[src/rtl/izy_pkg.sv]
package izy_pkg;
  typedef enum logic [2:0] {
    S_IDLE = 3'd0,
    S_OPC  = 3'd1,
    S_OPR  = 3'd2,
    S_PLO  = 3'd3,
    S_PHI  = 3'd4,
    S_FIX  = 3'd5,
    S_DATA = 3'd6
  } seq_st_e;
endpackage

[src/rtl/izy_pc_ctr.sv]
module izy_pc_ctr #(
  parameter int AW = 16,
  parameter logic [AW-1:0] RESET_PC = 16'h0200
) (
  input  logic          clk,
  input  logic          rst,
  input  logic          inc,
  output logic [AW-1:0] pc,
  output logic [AW-1:0] pc_next
);
  assign pc_next = pc + 1'b1;

  always_ff @(posedge clk) begin
    if (rst) pc <= RESET_PC;
    else if (inc) pc <= pc_next;
  end
endmodule

[src/rtl/izy_idx_add.sv]
module izy_idx_add #(
  parameter int DW = 8
) (
  input  logic [DW-1:0] base_lo,
  input  logic [DW-1:0] index,
  output logic [DW-1:0] sum_lo,
  output logic          carry
);
  logic [DW:0] full;
  assign full   = {1'b0, base_lo} + {1'b0, index};
  assign sum_lo = full[DW-1:0];
  assign carry  = full[DW];
endmodule

[src/rtl/izy_load_seq.sv]
module izy_load_seq #(
  parameter int AW = 16,
  parameter int DW = 8,
  parameter logic [AW-1:0] RESET_PC = 16'h0200
) (
  input  logic          clk,
  input  logic          rst,
  input  logic          go,
  input  logic [DW-1:0] idx_y,
  input  logic [DW-1:0] rd_data,
  output logic [AW-1:0] bus_addr,
  output logic          bus_rd,
  output logic [DW-1:0] acc_out,
  output logic          done,
  output logic [AW-1:0] pc_out
);
  import izy_pkg::*;

  localparam int HW = AW - DW;

  seq_st_e       state;
  logic [DW-1:0] zp_ptr;
  logic [DW-1:0] ptr_lo;
  logic [DW-1:0] eff_lo;
  logic [HW-1:0] eff_hi;
  logic [AW-1:0] pc_next;
  logic          pc_inc;
  logic [DW-1:0] sum_lo;
  logic          idx_carry;
  logic [DW-1:0] zp_next;

  assign pc_inc  = (state == S_OPC) || (state == S_OPR);
  assign zp_next = zp_ptr + 1'b1;

  izy_pc_ctr #(.AW(AW), .RESET_PC(RESET_PC)) u_pc (
    .clk     (clk),
    .rst     (rst),
    .inc     (pc_inc),
    .pc      (pc_out),
    .pc_next (pc_next)
  );

  izy_idx_add #(.DW(DW)) u_add (
    .base_lo (ptr_lo),
    .index   (idx_y),
    .sum_lo  (sum_lo),
    .carry   (idx_carry)
  );

  always_ff @(posedge clk) begin
    if (rst) begin
      state    <= S_IDLE;
      bus_addr <= '0;
      bus_rd   <= 1'b0;
      acc_out  <= '0;
      done     <= 1'b0;
      zp_ptr   <= '0;
      ptr_lo   <= '0;
      eff_lo   <= '0;
      eff_hi   <= '0;
    end else begin
      done <= 1'b0;
      case (state)
        S_IDLE: begin
          if (go) begin
            bus_addr <= pc_out;
            bus_rd   <= 1'b1;
            state    <= S_OPC;
          end
        end
        S_OPC: begin
          bus_addr <= pc_next;
          state    <= S_OPR;
        end
        S_OPR: begin
          zp_ptr   <= rd_data;
          bus_addr <= {{HW{1'b0}}, rd_data};
          state    <= S_PLO;
        end
        S_PLO: begin
          ptr_lo   <= rd_data;
          bus_addr <= {{HW{1'b0}}, zp_next};
          state    <= S_PHI;
        end
        S_PHI: begin
          eff_lo   <= sum_lo;
          eff_hi   <= rd_data[HW-1:0];
          bus_addr <= {rd_data[HW-1:0], sum_lo};
          state    <= idx_carry ? S_FIX : S_DATA;
        end
        S_FIX: begin
          bus_addr <= {eff_hi + 1'b1, eff_lo};
          state    <= S_DATA;
        end
        S_DATA: begin
          acc_out <= rd_data;
          done    <= 1'b1;
          if (go) begin
            bus_addr <= pc_out;
            state    <= S_OPC;
          end else begin
            bus_rd <= 1'b0;
            state  <= S_IDLE;
          end
        end
        default: begin
          bus_rd <= 1'b0;
          state  <= S_IDLE;
        end
      endcase
    end
  end
endmodule

[config.mk]
export PLATFORM = sky130hd
export DESIGN_NAME = izy_load_seq
export DESIGN_NICKNAME = d
export VERILOG_FILES = /design/src/rtl/izy_pkg.sv /design/src/rtl/izy_pc_ctr.sv /design/src/rtl/izy_idx_add.sv /design/src/rtl/izy_load_seq.sv
export SDC_FILE = /design/constraint.sdc
export NUM_CORES = 1
export LEC_CHECK = 0
export BUFFER_PORTS_ARGS = -buffer_cell sky130_fd_sc_hd__buf_2
export CAP_MARGIN = 20
export CORE_MARGIN = 3
export CORE_UTILIZATION = 34
export DETAILED_ROUTE_END_ITERATION = 8
export PLACE_DENSITY = 0.62
export SYNTH_ARGS = -nofsm -noshare
export SYNTH_HDL_FRONTEND = slang
export SYNTH_SLANG_ARGS = --single-unit
[constraint.sdc]
create_clock -name clk -period 5.82 [get_ports clk]
set_input_delay 1.164 -clock clk [delete_from_list [all_inputs] [get_ports clk]]
set_output_delay 1.164 -clock clk [all_outputs]
set_load 0.01 [all_outputs]
# == After elaboration in Yosys (flattened, before gate mapping) ==
# Cells that the tools add are included.
# totals
output_inout_bits,42
rom_bits,0
regBits,77
latch_bits,0
word_cells,41
input_bits,19
ram_bits,0
n_memories,0
# op_classes
multipliers,0
addsub,4
n_div,0
n_eq_ne,9
reduce_logical,7
bitwise,1
mux,10
order_cmp,0
shifts,0
# ops
op,n
16-bit one-hot mux with 6 select lines,1
3-bit one-hot mux with 7 select lines,1
"16-bit by 1-bit adder with 16-bit output, second input constant",1
"8-bit by 1-bit adder with 8-bit output, second input constant",2
16-bit two-way mux,1
8-bit by 8-bit adder with 9-bit output,1
"3-bit == test, second input constant",3
"3-bit by 2-bit == test with 1-bit output, second input constant",2
6-bit nonzero test,1
5-bit OR reduction,1
1-bit two-way mux,4
"2-bit inequality test, second input constant",2
"3-bit by 1-bit == test with 1-bit output, second input constant",1
3-bit logical NOT,1
3-bit two-way mux,1
1-bit one-hot mux with 3 select lines,1
3-bit AND reduction,1
2-bit two-way mux,1
"2-bit by 1-bit inequality test with 1-bit output, second input constant",1
2-bit AND reduction,1
2-bit OR reduction,1
1-bit logical OR,1
1-bit NOT,1

# == Depth between registers and ports, before layout ==
# Gate-level depths: netlist of the first run.
# logic_depth
ltp_word,4
mapped_depth,8
ltp_nobuf,7

# == By module ==
# From an unflattened synthesis of the first run, not the netlist that was laid out.
# hier_totals
hier_cells,549
hier_area_um2,4383.0
# modules_own_cells
module,area_each_um2,cells_each,n_inst,seq_area_each_um2
izy_load_seq,3069.2,390,1,1221.2
izy_pc_ctr,989.7,117,1,320.3
izy_idx_add,324.1,42,1,0.0

# == Worst setup path before layout of the first run ==
# No wires, ideal clock.
# synth_timing
path_kind,input -> register
startpoint,input idx_y[0]
endpoint,register eff_lo[6]
slack_ns,3.085
path_stages,7
setup_ns,0.132
arrival_time_ns,2.602
t_required_ns,5.688
n_path_buf,0
cell_sequence,ha_1 fa_1 a211oi_1 o21bai_1 mux2i_1 nor3_1 a21oi_1
# synth_between
elab_chain_cells,1
# synth_rtl
item,line,rtl
"start, declared",izy_load_seq.sv:9,"input logic [DW-1:0] idx_y,"
8-bit by 8-bit adder with 9-bit output,izy_idx_add.sv:10,"assign full = {1'b0, base_lo} + {1'b0, index};"
"end signal, assigned",izy_load_seq.sv:86,eff_lo <= sum_lo;
"end, declared",izy_load_seq.sv:24,logic [DW-1:0] eff_lo;
# No other way between the ends.
# A chain may end at the register's enable or synchronous reset.

# == Worst setup path in the final report of the first run ==
# layout_timing
startpoint,input go
endpoint,register bus_addr[7]
# layout_between
elab_chain_cells,2
# layout_rtl
item,line,rtl
"start, declared",izy_load_seq.sv:8,"input logic go,"
2-bit by 1-bit inequality test with 1-bit output (no source line),n/a,
2-bit AND reduction (no source line),n/a,
"end signal, assigned",izy_load_seq.sv:66,bus_addr <= pc_out;
"end signal, assigned",izy_load_seq.sv:72,bus_addr <= pc_next;
"end signal, assigned",izy_load_seq.sv:77,"bus_addr <= {{HW{1'b0}}, rd_data};"
"end, declared",izy_load_seq.sv:11,"output logic [AW-1:0] bus_addr,"
# No other way between the ends.

==> results.md, run 1 <==
- In this run the power spent charging and discharging nets is 0.519 mW.
- The number of antenna violations at the first check in global routing is 0.
- The cell with the largest stage delay on the worst path is a2bb2oi_2.
- The critical path class is input port to flop.
- The CTS sink count is 77.
- The mapped netlist covers 4580 um2.
- The number of gates resized after CTS was 0.
- The number of cells produced by synthesis is 587.
- The area share of the largest cell type after synthesis is 33.6%.
- The number of hold-slack violations in the final timing report was 0.
- After detailed routing, the average wire length per cell comes to 17.4 um.
- Across the run, the number of max-cap violations was 0.
- The wire length of the first global-routing pass is 21900 um.
- The antenna diode count is 0.
- Relative to the synthesized area, the layout overhead comes to 13.4%.
- Walking the worst path, the cells encountered are buf_2 -> nor2b_1 -> a2bb2oi_2 -> o21ai_0 -> a221oi_2.
- The number of synthesized flops with an enable pin is 0.
- After detailed routing, the number of remaining DRC violations is 0.
- The routed wire length is 13900 um.
- The measured slew at the worst slew-check pin is 0.977 ns.
- Net switching is 33.5% of the power.
- The proportion of power drawn by flip-flops and latches is 39.4%.
- The part of the Yosys area used for sequential elements is 33.6%.
- For this design the ratio of total power to cell area is 298 nW/um2.
- The worst-skew pair later-pin latency is 0.34 ns.
- The minimum clock period after layout is 2.96 ns.
- By area the synthesized netlist is led by dfxtp_1 34%, a21oi_1 7.1%, nand2_1 6.5%, nor2_1 5.0%, xnor2_1 4.2%.
- The total of fill cells in the finished design is 1342.
- The final hold slack is 0.457 ns.
- The worst min-delay path category is flop to flop.
- The number of nets handed over by synthesis was 618.
- Global routing used 19.0% of the available tracks.
- On the worst path, the slowest cell contributes a delay of 0.78 ns.
- Setup total negative slack on the finished layout was measured at 0 ns.
- The number of hold-repair buffers added at the cts stage is 0.
- dfxtp_1 takes more of the synthesized area than any other cell.
- The synthesized flop and latch total is 77.
- The number of setup buffers added after CTS is 0.
- Together, buffers and inverters on the worst path number 1.
- CTS built an H-tree with a depth of 3.
- The number of core rows is 41.
- The largest fanout of any net on the critical path is 20.
- The via count of the first global-routing pass is 4135.
- The dominant delay contributor by cell family on the critical path is compound AO/OA/AOI/OAI gates.
- The count of pins on the block boundary is 61.
- The number of max-slew violations in the final report is 0.
- Counting along the longest clock path gives a buffer depth of 2.
- The worst register-to-register path begins at state[0]$_SDFFE_PP0P_.
- In the routed layout, each cell is associated on average with a via count of 5.53.
- The count of TritonRoute iterations in the first routing pass is 7.
- The endpoint arrival time on the critical path is 3.22 ns.
- The portion of the clock cycle consumed by the worst path in the final layout is 50.8%.
- The clock network accounts for 34.8% of the total power.
- The data required time at the worst endpoint is 6.08 ns.
- The post-synthesis average cell area is 7.81 um2.
- Of all flip-flops after synthesis, the portion carrying an async set or reset was 0%.
- After clock tree synthesis, the clock-pin slew on the worst setup and hold paths is 0.06 ns.
- On the final layout, the worst clock skew is 0.00876 ns.
- The internal power of the cells totals 1.03 mW.
- In this run the most critical hold path is launched from bus_addr[15]$_SDFFE_PP0P_.
- The most used flip-flop cell after synthesis is dfxtp_1.
- In this run the worst setup path begins at go.
- The clock root buffer is clkbuf_16.
- Once detailed placement completed, the half-perimeter wirelength came to 9720 um.
- The part of the power in combinational logic is 25.8%.
- The number of nets in the layout is 649.
- In this run the tightest slew margin relative to its limit is 34.8%.
- For this design the static power due to leakage is 2.02 nW.
- Buffers inserted during clock tree synthesis total 9.
- Routability-driven placement finished with a final weighted congestion of 0.890.
- The run finished with clean final reports.
- For this block, the via count after detailed routing is 4398.
- Setup repair after global routing left no endpoint under its margin.
- The antenna violation net count after detailed routing is 0.
- The number of warnings issued by yosys is 0.
- The die covers 14900 um2.
- In this run the tool buffered the top-level ports with 60 buffer cells.
- In this run the standard cell core region covers 12900 um2.
- The number of different library cells used by synthesis comes to 65.
- The starting density of the core is 35.6%.
- Based on the critical path, the design can be clocked at up to 338 MHz.
- In the post-route analysis, the smallest setup slack over all paths is 2.86 ns.
- The die is 122 um tall.
- The kind of capture point of the worst setup path is a flop.
- Entering global routing, the biggest net connects 52 pins.
- TritonCTS built the clock tree.
- After the first detailed-routing iteration, the DRC count stood at 349.
- Setup violations remaining at the end of the flow were counted as 0.
- Of the cells placed in the final design, the portion with a size suffix greater than 1 is 16.4%.
- The final global-route overflow total is 0.
- Prior to clock tree synthesis, the placed netlist has a worst setup slack of 2.57 ns.
- The die outline width is 122 um.
- The startpoint type of the worst setup path is an input port.
- The maximum vdd drop is 0.000130 V.
- The design draws 1.55 mW.
## stage by stage
stage | cells | cell area, um2 | utilization (%)
2_1_floorplan | 587 | 4580 | -
3_3_place_gp | 779 | 4920 | 38.2
3_5_place_dp | 779 | 4920 | 38.2
4_1_cts | 795 | 5200 | 40.4
5_1_grt | 795 | 5200 | 40.4
6_report | 795 | 5200 | 40.4
## placed cells by master (no fill, tap or decap), types with 4 or more instances in the layout
cell type	count
nand2b_1	5
o211ai_1	6
dfxtp_1	77
nand3_1	25
a211oi_1	9
mux2i_1	10
nand4_1	7
buf_2	60
nor3b_1	4
buf_4	5
inv_1	11
o22ai_1	4
o21ai_0	25
xor2_1	18
nand3b_1	4
clkbuf_16	9
mux2_2	7
a21oi_1	65
ha_1	11
o211a_1	4
xnor2_1	22
nor2_1	61
nand2_1	79
a31oi_1	4
nor3_1	15
and2_1	4
and3_1	7
nor2b_1	4
## cell usage after synthesis (3+ instances only)
cell type  count
ha_1          11
o211ai_1       6
nand3b_1       4
or2_2          3
nor2_1        61
and2_1         4
maj3_1         3
nor4_1         3
o22ai_1        4
and3_1         7
o21ai_0       25
clkbuf_1      19
nor3_1        15
dfxtp_1       77
a211o_1        3
xor2_1        18
buf_2         19
nand2b_1       5
o221ai_1       3
a211oi_1       9
a21oi_1       65
buf_4          4
nor2b_1        4
nor3b_1        4
mux2i_1       10
nand3_1       25
inv_1         11
nand4_1        7
xnor2_1       22
mux2_2         7
o211a_1        4
a31oi_1        4
a21o_1         3
nand2_1       79
## sequential cells by signal, summed over array words and instances (netlist names)
name,cells
bus_addr,16
u_pc.pc,16
acc_out,8
eff_hi,8
eff_lo,8
ptr_lo,8
zp_ptr,8
state,3
bus_rd,1
done,1
## worst min-delay path: cells and delay by family (launching register included)
family	cells	cell delay, ns
compound gates	1	0.05
flops	1	0.32
simple gates	1	0.05
## power groups by stage
stage	clock network [mW]	logic, mW	registers [mW]
after detailed placement	0	0.395	0.622
final	0.538	0.400	0.611
after floorplan	0	0.285	0.619
after global routing	0.564	0.440	0.618
after global placement	0	0.390	0.621
after CTS	0.546	0.398	0.611
## cell type report
class,count,area (um2),share of cell area [%]
timing repair buffer,65,338,6.50
clock buffer,12,256,4.94
multi-input combinational,454,2780,53.5
clock inverter,4,22.5,0.433
tap,172,215,4.14
inverter,11,41.3,0.794
sequential,77,1540,29.7
## path summary, 6_finish.rpt
| check | end | slack, ns | cells past startpoint |
|---|---|---|---|
| worst min-delay path | bus_addr[15]$_SDFFE_PP0P_ | 0.46 | 2 |
| worst max-delay path | bus_addr[7]$_SDFFE_PP0P_ | 2.86 | 5 |
| worst min register to register | bus_addr[15]$_SDFFE_PP0P_ | 0.46 | 2 |
| worst max register to register | bus_addr[7]$_SDFFE_PP0P_ | 3.28 | 5 |
## layer usage
layer,up-vias,track usage [%],share of wire [%]
met2,143,31.0,47
met4,0,9.52,3.7
met5,-,0,0
li1,2131,-,-
met3,29,2.32,4.6
met1,2095,24.7,45
## kinds of logic after synthesis
logic type               count (synthesis)  share of synthesized area [%]
AND/OR/NAND/NOR                        234                           24.3
AO/OA/AOI/OAI                          147                           20.3
XOR/XNOR                                40                           7.65
flip-flops                              77                           33.6
adder cells (fa/ha/maj)                 15                           4.10
buffers and inverters                   56                           5.63
multiplexers                            18                           4.40
No activity file was read; power rests on OpenSTA's default activity.
==> run 2, diff against run 1 <==
--- a/config.mk
+++ b/config.mk
@@ -5,6 +5,7 @@
 export SDC_FILE = /design/constraint.sdc
 export NUM_CORES = 1
 export LEC_CHECK = 0
+export ABC_AREA = 1
 export BUFFER_PORTS_ARGS = -buffer_cell sky130_fd_sc_hd__buf_2
 export CAP_MARGIN = 20
 export CORE_MARGIN = 3
==> constraint.sdc (replaced) <==
create_clock -name clk -period 3 [get_ports clk]
set_input_delay 0.6 -clock clk [delete_from_list [all_inputs] [get_ports clk]]
set_output_delay 0.6 -clock clk [all_outputs]
set_load 0.01 [all_outputs]
==> run 2 against run 1 <==
Net effect: utilization increased by 0.52 points; synthesized cell count increased by 6.3%; die area decreased by 7.1%; worst hold slack improved by 0.011 ns; highest routed layer unchanged; global-route usage decreased by 1.1 points; critical path type is now flop to flop; non-clock buffer count decreased by 2; clock power increased by 120%.
==> results.md, run 2 <==
- The maximum number of pins on one net before global-route repair was 45 (-13%).
- The final setup TNS is 0 ns (unchanged).
- The count of different cell masters after synthesis is 41 (-37%).
- The worst hold path belongs to the class flop to flop.
- The number of core rows is 40 (-2.4%).
- The final global-route overflow total came to 0 (unchanged).
- In the finished design, the share of the clock period the worst path needs comes to 68.2%.
- Leaving out fill and tap cells, the most frequent cell in the layout is nand2_1.
- The number of synthesized flops with an enable pin is 0 (unchanged).
- The largest fanout of any net on the critical path is 17 (-15%).
- The detailed-route DRC error count is 0 (unchanged).
- In the post-synthesis netlist, the cell with the most instances is nand2_1.
- The worst-skew pair later-pin latency is 0.34 ns (about the same).
- The maximum achievable frequency is 489 MHz.
- The measured slew at the worst slew-check pin is 0.654 ns (-0.323 ns).
- The buffer levels on the longest clock path came to 2 (unchanged).
- The wire length of the first global-routing pass is 20000 um (-8.8%).
- The number of maximum-capacitance constraint violations is 0 (unchanged).
- The library cells used most frequently in the layout, excluding fill and tap cells, are 141 x nand2_1, 85 x nor2_1, 77 x dfxtp_1.
- The antenna violation net count after detailed routing is 0 (unchanged).
- The count of pins on the block boundary was 61 (unchanged).
- The post-detailed-route wirelength per cell is 14.7 um (-16%).
- The starting density of the core came to 35.0% (-0.57 points).
- STA classifies the critical path startpoint as a flop.
- The number of failing setup endpoints in the final timing report is 0 (unchanged).
- The die outline width was 118 um (-3.6%).
- For the finished layout, the period the worst path requires is 2.05 ns.
- The total routing usage reported by global routing is 17.8% (-1.1 points).
- The number of vias per cell came to 4.99 (-9.8%).
- The number of setup buffers added after CTS came to 0 (unchanged).
- The final hold slack is 0.468 ns (+0.0111 ns).
- The half-perimeter wire length after placement is 9280 um (-4.5%).
- The power per cell area is 641 nW/um2 (+110%).
- The critical path class is flop to flop.
- The number of hold-slack violations in the final timing report is 0 (unchanged).
- The antenna diode count was 0 (unchanged).
- The fraction of registers with async set or reset after synthesis came to 0% (unchanged).
- The number of hold-repair buffers added at the cts stage is 0 (unchanged).
- The number of cells produced by synthesis was 624 (+6.3%).
- The number of levels the H-tree was split into is 3 (unchanged).
- Setup repair after global routing left no endpoint under its margin.
- The maximum vdd drop was 0.000226 V (+73%).
- The number of nets in the layout is 705 (+8.6%).
- The number of antenna violations at the first check in global routing came to 0 (unchanged).
- The library cell with the largest summed area after synthesis is dfxtp_1.
- The post-synthesis average cell area is 6.80 um2 (-13%).
- The endpoint arrival time on the critical path is 2.32 ns (-0.90 ns).
- The routed wire length is 12400 um (-10%).
- The fraction of final layout cells with drive strength greater than 1 is 15.5% (-0.91 points).
- The core outline area came to 12100 um2 (-5.9%).
- The number of max-slew violations in the final report came to 0 (unchanged).
- The clock root buffer is clkbuf_16.
- The synthesized flop and latch total is 77 (unchanged).
- The area share of the largest cell type after synthesis is 36.4% (+2.7 points).
- The area growth from synthesis to layout is 16.8%.
- The synthesized area is 4240 um2 (-7.5%).
- The final critical-path setup slack is 0.953 ns (-1.91 ns).
- The kind of capture point of the worst setup path is a flop.
- The count of port buffers added during placement was 60 (unchanged).
- The leakage power total is 2.25 nW (+11%).
- The total die area is 13800 um2 (-7.1%).
- The post-place setup slack came to 0.755 ns (-1.81 ns).
- In the final layout, the registers with the most flip-flops are bus_addr (16), u_pc.pc (16).
- The flow ran to the end, and the final reports show no timing, DRC or antenna violations.
- The via count of the first global-routing pass is 3897 (-5.8%).
- The total number of vias is 4228 (-3.9%).
- The global placement routability congestion was 0.904 (+1.5%).
- The post-placement cell count is 831 (+6.7%).
- The y dimension of the die is 118 um (-3.6%).
- The number of standard cells in the final layout excluding fillers is 847 (+6.5%).
- The data required time at the worst endpoint is 3.27 ns (-2.81 ns).
- The commonest cells after synthesis are 141 x nand2_1, 85 x nor2_1, 77 x dfxtp_1.
- The number of warnings issued by yosys was 0 (unchanged).
- In the post-synthesis netlist, the biggest area contributors are dfxtp_1 36%, nand2_1 12%, nor2_1 7.5%, a21oi_1 7.2%, inv_1 5.1%.
- The worst setup skew after layout is 0.00517 ns (-0.00359 ns).
- The most used flip-flop cell after synthesis is dfxtp_1.
- The CTS sink count was 77 (unchanged).
- The count of TritonRoute iterations in the first routing pass is 6 (-1).
- The post-cts repair resize count is 0 (unchanged).
- The CTS tree is yes.
- The clock input transition at the sequential cells of the worst setup and hold paths is 0.06 ns (about the same).
- The worst slew slack as a fraction of its limit is 56.4% (+22 points).
- The CTS buffer count is 9 (unchanged).
- The count of routing violations after the opening detailed-route iteration is 246 (-30%).
- The part of the Yosys area used for sequential elements is 36.4% (+2.7 points).
- The net count of the mapped netlist is 655 (+6.0%).
==> run 2: cell types whose count changed in the layout (fill, tap and decap cells not counted), moves of 7 or more <==
| cell | previous run | this run |
|---|---|---|
| nor3_1 | 15 | 5 |
| xnor2_1 | 22 | 2 |
| mux2i_1 | 10 | 0 |
| xor2_1 | 18 | 10 |
| inv_1 | 11 | 58 |
| nor2_1 | 61 | 85 |
| o21ai_0 | 25 | 43 |
| nand2_1 | 79 | 141 |
| nand3_1 | 25 | 40 |
| and3_1 | 7 | 0 |
| mux2_2 | 7 | 0 |
| a211oi_1 | 9 | 1 |
==> run 2: logic make-up after synthesis <==
logic type	after synthesis	synth area share, %
flops	77	36.4
fa+ha+maj	12	3.72
compound gates	130	16.8
simple gates	302	30.9
buf+inv	91	9.71
xor+xnor	12	2.48
==> run 2: power by group <==
group	switching, mW	total [mW]	internal, mW
Combinational	0.476	0.735	0.259
Sequential	0.127	1.26	1.13
Clock	0.419	1.18	0.758
Total	1.02	3.17	2.15
==> run 2: worst paths after layout <==
check                              to  cells past startpoint                    from  slack [ns]
max          bus_addr[5]$_SDFFE_PP0P_                      8   state[0]$_SDFFE_PP0P_        0.95
min            eff_lo[7]$_SDFFE_PP0P_                      2  eff_lo[7]$_SDFFE_PP0P_        0.47
max reg2reg  bus_addr[5]$_SDFFE_PP0P_                      8   state[0]$_SDFFE_PP0P_        0.95
min reg2reg    eff_lo[7]$_SDFFE_PP0P_                      2  eff_lo[7]$_SDFFE_PP0P_        0.47
==> run 2: worst max-delay path: stages (launching register included) <==
cell and delay [ns]:
dfxtp_1 0.55, inv_2 0.10, nand3_2 0.22, nand2_4 0.18
a21oi_4 0.40, inv_4 0.17, a21oi_1 0.14, nand2_1 0.08
a21oi_2 0.11
==> run 2: area by class of cell <==
type,instances,area [um2]
fillers,1313,7160
multi-input cells,456,2290
flip-flops and latches,77,1540
repair buffers,63,323
clock buffers,14,294
inverters,67,259
well taps,168,210
clock inverters,2,37.5
==> run 2: per-layer routing <==
metal | vias to the layer above | part of all wire, % | GRT usage (%)
met1 | 1942 | 44 | 22.9
met2 | 130 | 49 | 29.9
met5 | - | 0 | 0
met3 | 20 | 4.9 | 3.51
li1 | 2136 | - | -
met4 | 0 | 2.1 | 6.15
==> run 2: per-stage QoR <==
step                area, um2  util [%]  power [mW]
floorplan                4240         -        1.78
global placement         4620      38.2        2.00
detailed placement       4620      38.2        2.01
CTS                      4950      40.9        3.19
global route             4950      40.9        3.35
finish                   4950      40.9        3.17
==> run 3, diff against run 2 <==
==> constraint.sdc (replaced) <==
create_clock -name clk -period 2.1 [get_ports clk]
set_input_delay 0.42 -clock clk [delete_from_list [all_inputs] [get_ports clk]]
set_output_delay 0.42 -clock clk [all_outputs]
set_load 0.01 [all_outputs]
==> run 3 against run 2 <==
Net effect: largest cell class unchanged; wire length up 2.1%; maximum frequency up 13%; largest power group unchanged; clock power up 46%; critical path depth up 2; global-route usage up 0.60 points; sequential share of layout area down 0.44 points.
==> results.md, run 3 (same netlist as run 2, synthesis figures left out) <==
- The run finished with clean final reports.
- The total routing usage reported by global routing is 18.4% (+0.60 points).
- The number of antenna violations at the first check in global routing is 0 (unchanged).
- The count of port buffers added during placement was 60 (unchanged).
- The y dimension of the die is 118 um (unchanged).
- The number of standard cells in the final layout excluding fillers came to 857 (+1.2%).
- The measured slew at the worst slew-check pin is 0.982 ns (+0.328 ns).
- The leakage power total came to 2.30 nW (+1.9%).
- For this design, the slowest cell found on the critical path is fa_1.
- The endpoint arrival time on the critical path is 2.03 ns (-0.29 ns).
- The portion of the clock cycle consumed by the worst path in the final layout is 86.1% (+18 points).
- The total die area is 13800 um2 (unchanged).
- The post-place setup slack is 0.0789 ns (-0.676 ns).
- The die outline width is 118 um (unchanged).
- The wire length of the first global-routing pass is 20700 um (+3.6%).
- The post-cts repair resize count was 0 (unchanged).
- The clock input transition at the sequential cells of the worst setup and hold paths is 0.06 ns (about the same).
- The data required time at the worst endpoint is 2.32 ns (-0.95 ns).
- The detailed-route DRC error count came to 0 (unchanged).
- The fraction of final layout cells with drive strength greater than 1 was 16.4% (+0.94 points).
- The antenna diode count is 0 (unchanged).
- The maximum number of pins on one net before global-route repair is 33 (-27%).
- The half-perimeter wire length after placement is 9400 um (+1.3%).
- The core outline area is 12100 um2 (unchanged).
- The final global-route overflow total came to 0 (unchanged).
- The worst hold path belongs to the class input port to flop.
- In the final layout, the registers with the most flip-flops are bus_addr (16), u_pc.pc (16).
- The end of the critical path is bus_addr[4]$_SDFFE_PP0P_.
- The number of maximum-capacitance constraint violations is 0 (unchanged).
- The final cell utilization of the core is 41.5% (+0.59 points).
- The buffer levels on the longest clock path is 2 (unchanged).
- The largest stage delay on the critical path was 0.39 ns (-0.16 ns).
- The source of the worst register-to-register timing path is ptr_lo[0]$_SDFFE_PP0P_.
- The CTS buffer count is 9 (unchanged).
- Setup repair after global routing left no endpoint under its margin.
- The via count of the first global-routing pass is 4171 (+7.0%).
- The CTS tree is yes.
- The worst slew slack as a fraction of its limit is 34.5% (-22 points).
- Tracing the worst setup path back leads to its startpoint at ptr_lo[0]$_SDFFE_PP0P_.
- The count of pins on the block boundary came to 61 (unchanged).
- The worst setup skew after layout is 0.00501 ns (-0.000164 ns).
- The power per cell area was 914 nW/um2 (+43%).
- The starting density of the core is 35.0% (unchanged).
- The post-detailed-route wirelength per cell came to 14.8 um (+0.89%).
- CTS placed an instance of clkbuf_16 at the clock tree root.
- The final critical-path setup slack came to 0.293 ns (-0.660 ns).
- The number of failing setup endpoints in the final timing report is 0 (unchanged).
- The antenna violation net count after detailed routing is 0 (unchanged).
- The routed wire length is 12700 um (+2.1%).
- The total number of vias is 4315 (+2.1%).
- The worst-skew pair later-pin latency was 0.34 ns (about the same).
- The leading cell type in the layout, fill and taps excluded is nand2_1.
- The maximum achievable frequency is 553 MHz (+13%).
- The number of hold-slack violations in the final timing report was 0 (unchanged).
- The register-to-register setup slack was 0.29 ns (-0.66 ns).
- The count of TritonRoute iterations in the first routing pass is 5 (-1).
- In the layout the commonest cells are 141 x nand2_1, 85 x nor2_1, 77 x dfxtp_1.
- The number of max-slew violations in the final report is 0 (unchanged).
- The critical path goes through ha_1 -> fa_1 -> nand2_1 -> inv_1 -> nand2_1 -> nand3_1 -> o21ai_0 -> nand3_1 -> nor2_1 -> nor2_1.
- The count of routing violations after the opening detailed-route iteration is 249 (+1.2%).
- STA classifies the critical path endpoint as a flop.
- The worst setup path is of the flop to flop kind.
- The total chip power is 4.59 mW (+45%).
- The number of levels the H-tree was split into was 3 (unchanged).
- The maximum vdd drop was 0.000339 V (+51%).
- The number of vias per cell is 5.04 (+0.87%).
- The number of hold-repair buffers added at the cts stage is 0 (unchanged).
- The largest fanout of any net on the critical path is 3 (-14).
- The post-synthesis to final-layout area growth is 18.5%.
- The post-placement cell count is 841 (+1.2%).
- The minimum clock period after layout is 1.81 ns (-0.240 ns).
- STA classifies the critical path startpoint as a flop.
- The number of nets in the layout is 715 (+1.4%).
- The number of core rows came to 40 (unchanged).
- The destination of the worst register-to-register timing path is bus_addr[4]$_SDFFE_PP0P_.
- The global placement routability congestion came to 0.867 (-4.1%).
- The number of setup buffers added after CTS is 0 (unchanged).
- The final setup TNS is 0 ns (unchanged).
- The number of cells on the worst reg-to-reg path is 10 (+2).
- The CTS sink count is 77 (unchanged).
[run 3: cell count changes in the layout (fill, tap and decap cells not counted), sizes merged]
cell / change
bufinv: +1
buf: +10
clkbuf: -1
[run 3: layout make-up]
class,count,area [um2]
inverter,67,259
clock buffer,13,260
clock inverter,3,67.6
tap,168,210
multi-input combinational,456,2290
sequential,77,1540
fill,1285,7090
timing repair buffer,73,398
[run 3: layer usage]
layer  wire length, um  global-route usage (%)  share of wire [%]
met1              5520                    22.7                 43
met3               685                    3.03                5.4
met5                 0                       0                  0
met4               272                    6.96                2.1
met2              6210                    32.2                 49
[run 3: critical path: cells and delay by family (launching register included)]
family / cells / cell delay, ns
AOI/OAI and AO/OA: 1 / 0.27
adders and majority gates: 2 / 0.59
and+or+nand+nor: 6 / 0.49
DFF: 1 / 0.31
buffers and inverters: 1 / 0.05
[run 3: worst min-delay path by stage]
stage | startpoint | endpoint | slack, ns | cells after the start
2_1_floorplan | eff_lo[5]$_SDFFE_PP0P_ | eff_lo[5]$_SDFFE_PP0P_ | 0.45 | 2
3_3_place_gp | eff_lo[5]$_SDFFE_PP0P_ | eff_lo[5]$_SDFFE_PP0P_ | 0.45 | 2
3_5_place_dp | bus_addr[1]$_SDFFE_PP0P_ | bus_addr[1]$_SDFFE_PP0P_ | 0.46 | 2
4_1_cts | go | bus_rd$_SDFFE_PP0P_ | 0.38 | 3
5_1_grt | go | bus_rd$_SDFFE_PP0P_ | 0.39 | 3
6_report | rd_data[7] | ptr_lo[7]$_SDFFE_PP0P_ | 0.39 | 3
[run 3: power breakdown]
group	total, mW	switching [mW]	internal (mW)	leakage [nW]
Combinational	1.09	0.694	0.396	1.51
Sequential	1.78	0.167	1.62	0.628
Clock	1.72	0.610	1.11	0.156
[run 3: through the flow]
step | cell area (um2) | hold WS (ns)
3_3_place_gp | 4700 | 0.453
3_5_place_dp | 4700 | 0.458
2_1_floorplan | 4240 | 0.445
6_report | 5020 | 0.390
4_1_cts | 5020 | 0.382
5_1_grt | 5020 | 0.391
